[src/rtl/nineuart_pkg.sv]
package nineuart_pkg;

  localparam int unsigned DATA_W  = 8;
  // start + eight data + optional ninth + stop
  localparam int unsigned FRAME_W = DATA_W + 3;
  localparam int unsigned IDX_W   = $clog2(FRAME_W);

  // control byte field positions (software decodes these)
  localparam int unsigned CTL_FRAME8 = 7;
  localparam int unsigned CTL_SPARE  = 6;
  localparam int unsigned CTL_MPEN   = 5;
  localparam int unsigned CTL_RXEN   = 4;
  localparam int unsigned CTL_TXB9   = 3;
  localparam int unsigned CTL_RXB9   = 2;
  localparam int unsigned CTL_TXDONE = 1;
  localparam int unsigned CTL_RXDONE = 0;

  typedef enum logic [1:0] {
    RX_IDLE,
    RX_START,
    RX_DATA,
    RX_STOP
  } rxState_t;

  typedef struct packed {
    logic             loadTx;
    logic             shiftTx;
    logic             setTxDone;
    logic             rxCapture;
    logic [IDX_W-1:0] rxBitIdx;
    logic             rxCommit;
    logic             rxNine;
  } strobe_t;

endpackage

[src/rtl/nineuart_ctrl.sv]
module nineuart_ctrl
  import nineuart_pkg::*;
#(
  parameter int unsigned OSR = 16
) (
  input  logic    clk,
  input  logic    rstN,
  input  logic    baudTick,
  input  logic    txStart,
  input  logic    rxLine,
  input  logic    frame8,
  input  logic    rxEn,
  output strobe_t stb
);

  localparam int unsigned CNT_W = $clog2(OSR);
  localparam logic [CNT_W-1:0] LAST_TICK = CNT_W'(OSR - 1);
  localparam logic [CNT_W-1:0] MID_TICK  = CNT_W'(OSR / 2 - 1);
  localparam logic [IDX_W-1:0] LAST8     = IDX_W'(DATA_W + 1);
  localparam logic [IDX_W-1:0] LAST9     = IDX_W'(DATA_W + 2);
  localparam logic [IDX_W-1:0] DATA_LAST8 = IDX_W'(DATA_W - 1);
  localparam logic [IDX_W-1:0] DATA_LAST9 = IDX_W'(DATA_W);

  // ---------------- transmit sequencer ----------------
  logic             txBusy;
  logic [CNT_W-1:0] txTick;
  logic [IDX_W-1:0] txIdx;
  logic [IDX_W-1:0] txLastIdx;
  logic             txBitEnd;

  assign txBitEnd = txBusy && baudTick && (txTick == LAST_TICK);

  always_ff @(posedge clk or negedge rstN) begin
    if (!rstN) begin
      txBusy    <= 1'b0;
      txTick    <= '0;
      txIdx     <= '0;
      txLastIdx <= '0;
    end else if (!txBusy) begin
      if (txStart) begin
        txBusy    <= 1'b1;
        txTick    <= '0;
        txIdx     <= '0;
        txLastIdx <= frame8 ? LAST8 : LAST9;
      end
    end else if (baudTick) begin
      if (txTick == LAST_TICK) begin
        txTick <= '0;
        txIdx  <= txIdx + 1'b1;
        if (txIdx == txLastIdx) begin
          txBusy <= 1'b0;
        end
      end else begin
        txTick <= txTick + 1'b1;
      end
    end
  end

  // ---------------- receive sequencer ----------------
  rxState_t         rxState;
  logic [CNT_W-1:0] rxTick;
  logic [IDX_W-1:0] rxIdx;
  logic             rxNine;
  logic             rxLastTick;
  logic [IDX_W-1:0] rxDataLast;

  assign rxLastTick = baudTick && (rxTick == LAST_TICK);
  assign rxDataLast = rxNine ? DATA_LAST9 : DATA_LAST8;

  always_ff @(posedge clk or negedge rstN) begin
    if (!rstN) begin
      rxState <= RX_IDLE;
      rxTick  <= '0;
      rxIdx   <= '0;
      rxNine  <= 1'b0;
    end else begin
      case (rxState)
        RX_IDLE: begin
          if (baudTick && rxEn && !rxLine) begin
            rxState <= RX_START;
            rxTick  <= '0;
          end
        end
        RX_START: begin
          if (baudTick) begin
            if (rxTick == MID_TICK) begin
              rxTick <= '0;
              rxIdx  <= '0;
              rxNine <= !frame8;
              rxState <= rxLine ? RX_IDLE : RX_DATA;
            end else begin
              rxTick <= rxTick + 1'b1;
            end
          end
        end
        RX_DATA: begin
          if (baudTick) begin
            if (rxTick == LAST_TICK) begin
              rxTick <= '0;
              rxIdx  <= rxIdx + 1'b1;
              if (rxIdx == rxDataLast) begin
                rxState <= RX_STOP;
              end
            end else begin
              rxTick <= rxTick + 1'b1;
            end
          end
        end
        RX_STOP: begin
          if (baudTick) begin
            if (rxTick == LAST_TICK) begin
              rxTick  <= '0;
              rxState <= RX_IDLE;
            end else begin
              rxTick <= rxTick + 1'b1;
            end
          end
        end
        default: rxState <= RX_IDLE;
      endcase
    end
  end

  // ---------------- strobes to the datapath ----------------
  always_comb begin
    stb.loadTx    = txStart && !txBusy;
    stb.shiftTx   = txBitEnd;
    stb.setTxDone = txBitEnd && (txIdx == txLastIdx);
    stb.rxCapture = (rxState == RX_DATA) && rxLastTick;
    stb.rxBitIdx  = rxIdx;
    stb.rxCommit  = (rxState == RX_STOP) && rxLastTick;
    stb.rxNine    = rxNine;
  end

endmodule

[src/rtl/nineuart_dp.sv]
module nineuart_dp
  import nineuart_pkg::*;
(
  input  logic              clk,
  input  logic              rstN,
  input  strobe_t           stb,
  input  logic              regWrEn,
  input  logic [7:0]        regWrData,
  input  logic [DATA_W-1:0] txData,
  input  logic              rxPin,
  output logic [7:0]        ctrlByte,
  output logic [DATA_W-1:0] rxData,
  output logic              txPin,
  output logic              rxLine,
  output logic              frame8,
  output logic              rxEn,
  output logic              txDone,
  output logic              rxDone
);

  // control fields
  logic frame8Q, mpEnQ, rxEnQ, txBit9Q, rxBit9Q, txDoneQ, rxDoneQ;

  // receive line synchroniser, idles high
  logic rxMeta, rxSyncQ;

  always_ff @(posedge clk or negedge rstN) begin
    if (!rstN) begin
      rxMeta  <= 1'b1;
      rxSyncQ <= 1'b1;
    end else begin
      rxMeta  <= rxPin;
      rxSyncQ <= rxMeta;
    end
  end

  assign rxLine = rxSyncQ;

  // transmit shift register: all ones when idle, so txPin idles high
  logic [FRAME_W-1:0] txShift;
  logic               ninthOut;

  assign ninthOut = frame8Q ? 1'b1 : txBit9Q;

  always_ff @(posedge clk or negedge rstN) begin
    if (!rstN) begin
      txShift <= '1;
    end else if (stb.loadTx) begin
      txShift <= {1'b1, ninthOut, txData, 1'b0};
    end else if (stb.shiftTx) begin
      txShift <= {1'b1, txShift[FRAME_W-1:1]};
    end
  end

  assign txPin = txShift[0];

  // receive bit collection
  logic [DATA_W:0] rxBits;

  always_ff @(posedge clk or negedge rstN) begin
    if (!rstN) begin
      rxBits <= '0;
    end else if (stb.rxCapture) begin
      rxBits[stb.rxBitIdx] <= rxSyncQ;
    end
  end

  // acceptance: the address filter only acts on 9-bit frames
  logic rxAccept;
  logic rxBit9Next;

  always_comb begin
    if (stb.rxNine) begin
      rxAccept   = !mpEnQ || rxBits[DATA_W];
      rxBit9Next = rxBits[DATA_W];
    end else begin
      rxAccept   = 1'b1;
      rxBit9Next = mpEnQ ? rxBit9Q : rxSyncQ;
    end
  end

  always_ff @(posedge clk or negedge rstN) begin
    if (!rstN) begin
      rxData <= '0;
    end else if (stb.rxCommit && rxAccept) begin
      rxData <= rxBits[DATA_W-1:0];
    end
  end

  // control byte: software load, hardware events take priority
  always_ff @(posedge clk or negedge rstN) begin
    if (!rstN) begin
      frame8Q <= 1'b0;
      mpEnQ   <= 1'b0;
      rxEnQ   <= 1'b0;
      txBit9Q <= 1'b0;
      rxBit9Q <= 1'b0;
      txDoneQ <= 1'b0;
      rxDoneQ <= 1'b0;
    end else begin
      if (regWrEn) begin
        frame8Q <= regWrData[CTL_FRAME8];
        mpEnQ   <= regWrData[CTL_MPEN];
        rxEnQ   <= regWrData[CTL_RXEN];
        txBit9Q <= regWrData[CTL_TXB9];
        rxBit9Q <= regWrData[CTL_RXB9];
        txDoneQ <= regWrData[CTL_TXDONE];
        rxDoneQ <= regWrData[CTL_RXDONE];
      end
      if (stb.setTxDone) begin
        txDoneQ <= 1'b1;
      end
      if (stb.rxCommit && rxAccept) begin
        rxDoneQ <= 1'b1;
        rxBit9Q <= rxBit9Next;
      end
    end
  end

  always_comb begin
    ctrlByte             = '0;
    ctrlByte[CTL_FRAME8] = frame8Q;
    ctrlByte[CTL_SPARE]  = 1'b0;
    ctrlByte[CTL_MPEN]   = mpEnQ;
    ctrlByte[CTL_RXEN]   = rxEnQ;
    ctrlByte[CTL_TXB9]   = txBit9Q;
    ctrlByte[CTL_RXB9]   = rxBit9Q;
    ctrlByte[CTL_TXDONE] = txDoneQ;
    ctrlByte[CTL_RXDONE] = rxDoneQ;
  end

  assign frame8 = frame8Q;
  assign rxEn   = rxEnQ;
  assign txDone = txDoneQ;
  assign rxDone = rxDoneQ;

endmodule

[src/rtl/ninebit_uart.sv]
module ninebit_uart
  import nineuart_pkg::*;
#(
  parameter int unsigned OSR = 16
) (
  input  logic       clk,
  input  logic       rstN,
  input  logic       baudTick,
  input  logic       regWrEn,
  input  logic [7:0] regWrData,
  output logic [7:0] ctrlOut,
  input  logic       txDataWrEn,
  input  logic [7:0] txDataIn,
  output logic [7:0] rxDataOut,
  input  logic       rxPin,
  output logic       txPin,
  output logic       irq
);

  strobe_t stb;
  logic    rxLine, frame8, rxEn, txDone, rxDone;

  nineuart_ctrl #(.OSR(OSR)) u_ctrl (
    .clk      (clk),
    .rstN     (rstN),
    .baudTick (baudTick),
    .txStart  (txDataWrEn),
    .rxLine   (rxLine),
    .frame8   (frame8),
    .rxEn     (rxEn),
    .stb      (stb)
  );

  nineuart_dp u_dp (
    .clk       (clk),
    .rstN      (rstN),
    .stb       (stb),
    .regWrEn   (regWrEn),
    .regWrData (regWrData),
    .txData    (txDataIn),
    .rxPin     (rxPin),
    .ctrlByte  (ctrlOut),
    .rxData    (rxDataOut),
    .txPin     (txPin),
    .rxLine    (rxLine),
    .frame8    (frame8),
    .rxEn      (rxEn),
    .txDone    (txDone),
    .rxDone    (rxDone)
  );

  assign irq = txDone || rxDone;

endmodule

[config.mk]
export PLATFORM = sky130hd
export DESIGN_NAME = ninebit_uart
export DESIGN_NICKNAME = d
export VERILOG_FILES = /design/src/rtl/nineuart_pkg.sv /design/src/rtl/nineuart_ctrl.sv /design/src/rtl/nineuart_dp.sv /design/src/rtl/ninebit_uart.sv
export SDC_FILE = /design/constraint.sdc
export NUM_CORES = 1
export LEC_CHECK = 0
export ABC_CLOCK_PERIOD_IN_PS = 2190
export BUFFER_PORTS_ARGS = -buffer_cell sky130_fd_sc_hd__buf_2
export CAP_MARGIN = 20
export CORE_ASPECT_RATIO = 0.7
export CORE_MARGIN = 3
export CORE_UTILIZATION = 35
export DETAILED_ROUTE_END_ITERATION = 8
export GPL_ROUTABILITY_DRIVEN = 1
export PLACE_DENSITY_LB_ADDON = 0.1
export SLEW_MARGIN = 20
export SYNTH_ARGS = -nofsm -noshare
export SYNTH_HDL_FRONTEND = slang
export SYNTH_SLANG_ARGS = --single-unit
[constraint.sdc]
create_clock -name clk -period 2.19 [get_ports clk]
set_input_delay 0.438 -clock clk [delete_from_list [all_inputs] [get_ports clk]]
set_output_delay 0.438 -clock clk [all_outputs]
set_load 0.05 [all_outputs]
Word level (Yosys, flattened, before mapping). Index checks and enable logic that the tools add are counted.

Output and inout bits: 18. Bits in registers: 61.

Bitwise operators: 1. $add $sub $neg: 4. Equality and inequality tests: 20. $lt $le $gt $ge: 2. Reductions and logical operators: 32. Muxes and demuxes: 50.

Operator list (count): 4-bit 2-to-1 mux (17); 11-bit 2-to-1 mux (2); 2-bit 2-to-1 mux (10); 4-bit by 1-bit adder with 4-bit output, second input constant (4); 1-bit 2-to-1 mux (16); 2-bit by 1-bit != test with 1-bit output, second input constant (6); 4-bit case mux with 3 select lines (1); 1-bit logical AND (11); 2-bit != test, second input constant (5); 2-bit nonzero test (5); 9-bit bitwise mux (1); 3-bit AND reduction (3); 4-bit equality test (2); 4-bit equality test, second input constant (2); 2-bit case mux with 4 select lines (1); 4-bit case mux with 2 select lines (1); 8-bit AND reduction (1); 2-bit AND reduction (3); 4-bit by 5-bit < comparator with 1-bit output, second input constant (1); 5-bit AND reduction (1); 1-bit demux with 4-bit select (1); 2-bit equality test, second input constant (2); 4-bit by 3-bit equality test with 1-bit output, second input constant (1); 4-bit by 1-bit >= comparator with 1-bit output, second input constant (1); other kinds (7) (11).

Depth between registers and ports, before layout.
Depth in word-level cells: 6. Depth in mapped cells: 6. Mapped depth without buffers: 5.

Hierarchy. From an unflattened synthesis, not the netlist that was laid out.

Cell total of the unflattened synthesis: 264. Area total of the unflattened synthesis: 2901.5 um2.

Modules (own cells, without submodules): nineuart_dp (area each 1622.8 um2, times used 1, cells an instance 131); nineuart_ctrl (area each 1272.5 um2, times used 1, cells an instance 132); ninebit_uart (area each 6.3 um2, times used 1, cells an instance 1).

Worst setup path before layout. OpenSTA, ideal clock, no wires.

Kind: reg-to-reg. Start point: reg u_ctrl.rxTick[0]. End point: reg u_dp.rxBit9Q. Clock period less this slack: 1.902 ns. Data required time: 2.065 ns. Stages on the path, launching flop included: 6. Buffers on the path: 0. Arrival: 1.777 ns. Path slack: 0.288 ns. Path through: dfrtp_1 > ha_1 > nand3_2 > a311oi_4 > mux2_4 > mux2_2.

Cells in the longest elaborated chain, start to end: 6. Elaborated cells on any way between the ends: 8. Classes of those cells: 2 x eq/ne; 1 x mux; 5 x reduce/logical.

RTL lines: start, declared (RTL line nineuart_ctrl.sv:61) `logic [CNT_W-1:0] rxTick;`; start signal, assigned (RTL line nineuart_ctrl.sv:92) `rxTick <= rxTick + 1'b1;`; start signal, assigned (RTL line nineuart_ctrl.sv:105) `rxTick <= rxTick + 1'b1;`; start signal, assigned (RTL line nineuart_ctrl.sv:115) `rxTick <= rxTick + 1'b1;`; 4-bit equality test (*) (RTL line nineuart_ctrl.sv:67) `assign rxLastTick = baudTick && (rxTick == LAST_TICK);`; 1-bit logical AND (*) (RTL line nineuart_ctrl.sv:67); 1-bit logical AND (*) (RTL line nineuart_ctrl.sv:131) `stb.rxCommit = (rxState == RX_STOP) && rxLastTick;`; 1-bit logical AND (*) (RTL line nineuart_dp.sv:113) `if (stb.rxCommit && rxAccept) begin`; 3-bit != test (no line) / 2-bit nonzero test (equally long branches); 2-bit AND reduction (no line); end signal, assigned (RTL line nineuart_dp.sv:106) `rxBit9Q <= regWrData[CTL_RXB9];`; end signal, assigned (RTL line nineuart_dp.sv:115) `rxBit9Q <= rxBit9Next;`; end, declared (RTL line nineuart_dp.sv:22) `logic frame8Q, mpEnQ, rxEnQ, txBit9Q, rxBit9Q, txDoneQ, rxDoneQ;`.

Mark *: on every way between the ends. The rest lies on a longest branch, timed or not. A chain may end at the register's enable or synchronous reset.

Worst setup path after layout.
Start point: reg u_ctrl.rxTick[0]. End point: reg u_dp.rxData[3].

Cells in the longest elaborated chain, start to end: 4.

RTL lines: 4-bit equality test (RTL line nineuart_ctrl.sv:67); 1-bit logical AND (RTL line nineuart_ctrl.sv:67); 1-bit logical AND (RTL line nineuart_ctrl.sv:131); 1-bit logical AND (RTL line nineuart_dp.sv:85) `end else if (stb.rxCommit && rxAccept) begin`; end signal, assigned (RTL line nineuart_dp.sv:86) `rxData <= rxBits[DATA_W-1:0];`; end, declared (RTL line nineuart_dp.sv:12) `output logic [DATA_W-1:0] rxData,`.

Every way passes these cells.

==> impl_metrics.ini <==
[critical_path]
start_kind = flip-flop
ff2ff_path_depth = 5
critPathRequiredTime_ns = 2.39
timing.critical_path.fanout_max = 11
cpMaxStageDelayCell = sky130_fd_sc_hd__a311oi_4
crit_chain = ha_1 -> nand3_2 -> a311oi_4 -> buf_4 -> mux2_2
worstPathArrival_ns = 2.17
criticalPathCategory = reg2reg
slowest_delay_ns = 0.38
crit_path_end_kind = flip-flop
setup.reg_to_reg.worst_slack_ns = 0.23

[floorplanning]
core.rowCount = 27
ios = 40
floorplan.die.height_microns = 82.2
starting_density_of_the_core_pct = 36.4
die_width_microns = 115
coreArea_sq_mm = 0.00797
die-area_sq_mm = 0.00944

[finish]
layout.nets = 333
area_delta_synth_final_pct = 21.7
drive_gt1_share_pct = 34.6
multi_input_area_sq_mm = 0.00128
layout_fillers = 759
antenna_cells_inserted = 0
sequential_cell_area_sq_mm = 0.00149

[outcome]
outcome = finished clean

[clocking]
postCtsSetupRepairBufs = 0
clk_path_buf_depth = 2
clkTransAtPathRegs_ns = 0.05
clk-insertion-delay-late_ns = 0.32
cts_tree = yes
cts-buffers-inserted = 9
clk_root_buffer_cell = sky130_fd_sc_hd__clkbuf_16
cts_hold_repair.buffers = 0
cts.htree.levels = 3
cts.sinks = 59
cts-resized-gates = 0

[timing]
finalCriticalPeriod_ns = 1.96
slew_at_the_pin_closest_to_its_max_slew_limit_ns = 0.549
post-route-worst-setup-slack_ns = 0.227
fin_skew_ns = 0.00644
final_min_period_over_clock_period_pct = 89.6
hold_violations = 0
fmax_mhz = 509
fin_setup_tns_ns = 0
setup-violations-final = 0
final_max_slew_viol_count = 0
relSlewSlack_pct = 63.4
rsz0062_at_grt = false

[synth]
synth_top_area_share_pct = 40.5
synth_seq_cells = 59
post_synth_instance_area_sq_mm = 0.00290
yosysWarningCount = 0
most_frequently_used_cell_type_in_the_post_synthesis_netlist = sky130_fd_sc_hd__dfrtp_1
synth-seq-area-share_pct = 51.4
synthDistinctLibCells = 47
syn-num-nets = 292
synth_top_cells_by_area = sky130_fd_sc_hd__dfrtp_1, sky130_fd_sc_hd__dfstp_2, sky130_fd_sc_hd__mux2_2, sky130_fd_sc_hd__nand2_1, sky130_fd_sc_hd__mux2i_1
synth_flop_cell = sky130_fd_sc_hd__dfrtp_1
synthCells = 263
synth-edff-count = 0
synth_largest_area_cell = sky130_fd_sc_hd__dfrtp_1
syn_area_per_cell_sq_um = 11.0
synth_common_cells = sky130_fd_sc_hd__dfrtp_1, sky130_fd_sc_hd__nand2_1, sky130_fd_sc_hd__mux2_2
synth-async-reset-ratio_pct = 100

[global_route]
grt_first_pass_wirelength_microns = 9560
grt_remaining_overflow = 0
grt.total_usage_pct = 13.3
antenna_found_initial = 0
first_global_vias = 1918
maximum_number_of_pins_on_one_net_before_global_route_repair = 38

[detailed_routing]
final_antenna_net_count = 0
drt-total-wl_microns = 5800
remaining_drc_errors = 0
avgViaCountPerCell = 4.88
routedWlPerCell_microns = 14.1
detail_route.iter0.violations = 108
first_pass_iters = 4
route.vias.total = 1999

[pwr]
report.power.total_mw = 3.95
power-per-cell-area_mw_per_mm2 = 1120
cellLeakagePower_nw = 1.56
max-vdd-ir-drop_uv = 541

[placed_design]
dpl_worst_slack_ns = 0.226
portBuffers = 37
gpl.final_weighted_congestion = 0.805
dp.final_hpwl_microns = 4000

[hold_path]
holdCritPathClass = in2async

[job]
drv_cap = 0
## where the power goes
group | internal, mW | total (mW) | switching, mW
Sequential | 1.39 | 1.64 | 0.248
Combinational | 0.352 | 0.789 | 0.436
Clock | 1.05 | 1.53 | 0.471
Total | 2.79 | 3.95 | 1.16
## through the flow
step | std cells | hold slack, ns | utilization, % | cell area [sq um]
final | 410 | 0.106 | 44.3 | 3530
after global routing | 410 | 0.134 | 44.3 | 3530
after CTS | 410 | 0.109 | 44.3 | 3530
after detailed placement | 394 | 0.352 | 40.2 | 3200
after global placement | 394 | 0.346 | 40.2 | 3200
after floorplan | 263 | 0.142 | - | 2900
## layout make-up
| cell class | count | area share [%] |
|---|---|---|
| Sequential cell | 59 | 42.2 |
| Timing Repair Buffer | 48 | 7.94 |
| Multi-Input combinational cell | 180 | 36.3 |
| Inverter | 6 | 0.638 |
| Clock inverter | 4 | 2.06 |
| Clock buffer | 12 | 7.26 |
| Tap cell | 101 | 3.58 |
## cells in the final DEF, fill, tap and decap left out, types with 7 or more instances in the layout
| master | count |
|---|---|
| sky130_fd_sc_hd__nand3_1 | 8 |
| sky130_fd_sc_hd__dfstp_2 | 12 |
| sky130_fd_sc_hd__nor2_1 | 9 |
| sky130_fd_sc_hd__ha_1 | 7 |
| sky130_fd_sc_hd__nor3_1 | 7 |
| sky130_fd_sc_hd__buf_4 | 10 |
| sky130_fd_sc_hd__dfrtp_1 | 47 |
| sky130_fd_sc_hd__o21ai_0 | 16 |
| sky130_fd_sc_hd__buf_2 | 37 |
| sky130_fd_sc_hd__nor2b_1 | 9 |
| sky130_fd_sc_hd__clkbuf_16 | 9 |
| sky130_fd_sc_hd__mux2_2 | 24 |
| sky130_fd_sc_hd__mux2i_1 | 11 |
| sky130_fd_sc_hd__nand2_1 | 33 |
## metal layers
layer  global-route usage [%]  vias up  wire (microns)
met3                     4.88        2             257
met2                     18.3       41            2350
met4                     4.57        0              26
met5                        0        -               0
li1                         -     1000               -
met1                     19.2      956            3170
## flip-flops by register name (all words and copies together) (netlist names), 3 cells and up, named ones only
register	count
u_ctrl.txLastIdx	3
u_dp.txShift	10
u_ctrl.txIdx	4
u_ctrl.txTick	4
u_ctrl.rxTick	4
u_ctrl.rxIdx	4
u_dp.rxBits	9
u_dp.rxData	8
## kinds of logic (layout without fill, tap and decap cells)
group / count (synthesis) / after routing / share of synthesized area [%]
AO/OA/AOI/OAI: 43 / 43 / 10.2
XOR/XNOR: 9 / 9 / 2.72
adder cells (fa/ha/maj): 7 / 7 / 3.02
buffers and inverters: 24 / 70 / 4.44
flip-flops: 59 / 59 / 51.4
multiplexers: 36 / 36 / 13.6
other: 1 / 1 / 0.129
AND/OR/NAND/NOR: 84 / 84 / 14.4
## critical path, delay by kind of cell (launching register included)
kind,cells,cell delay [ns]
and+or+nand+nor,1,0.26
buffers and inverters,1,0.24
DFF,1,0.37
adders and majority gates,1,0.24
AOI/OAI and AO/OA,1,0.38
muxes,1,0.35
## path summary, 6_finish.rpt
kind                                              startpoint                           to
worst max-delay path            u_ctrl.rxTick[0]$_DFFE_PN0P_   u_dp.rxData[3]$_DFFE_PN0P_
worst min-delay path                                    rstN   u_dp.rxData[4]$_DFFE_PN0P_
worst max register to register  u_ctrl.rxTick[0]$_DFFE_PN0P_   u_dp.rxData[3]$_DFFE_PN0P_
worst min register to register         u_dp.rxMeta$_DFF_PN1_        u_dp.rxLine$_DFF_PN1_
max in group asynchronous                               rstN  u_dp.txShift[7]$_DFFE_PN1P_
min in group clk                                       rxPin        u_dp.rxMeta$_DFF_PN1_
Power figures use the tool's default switching activity.
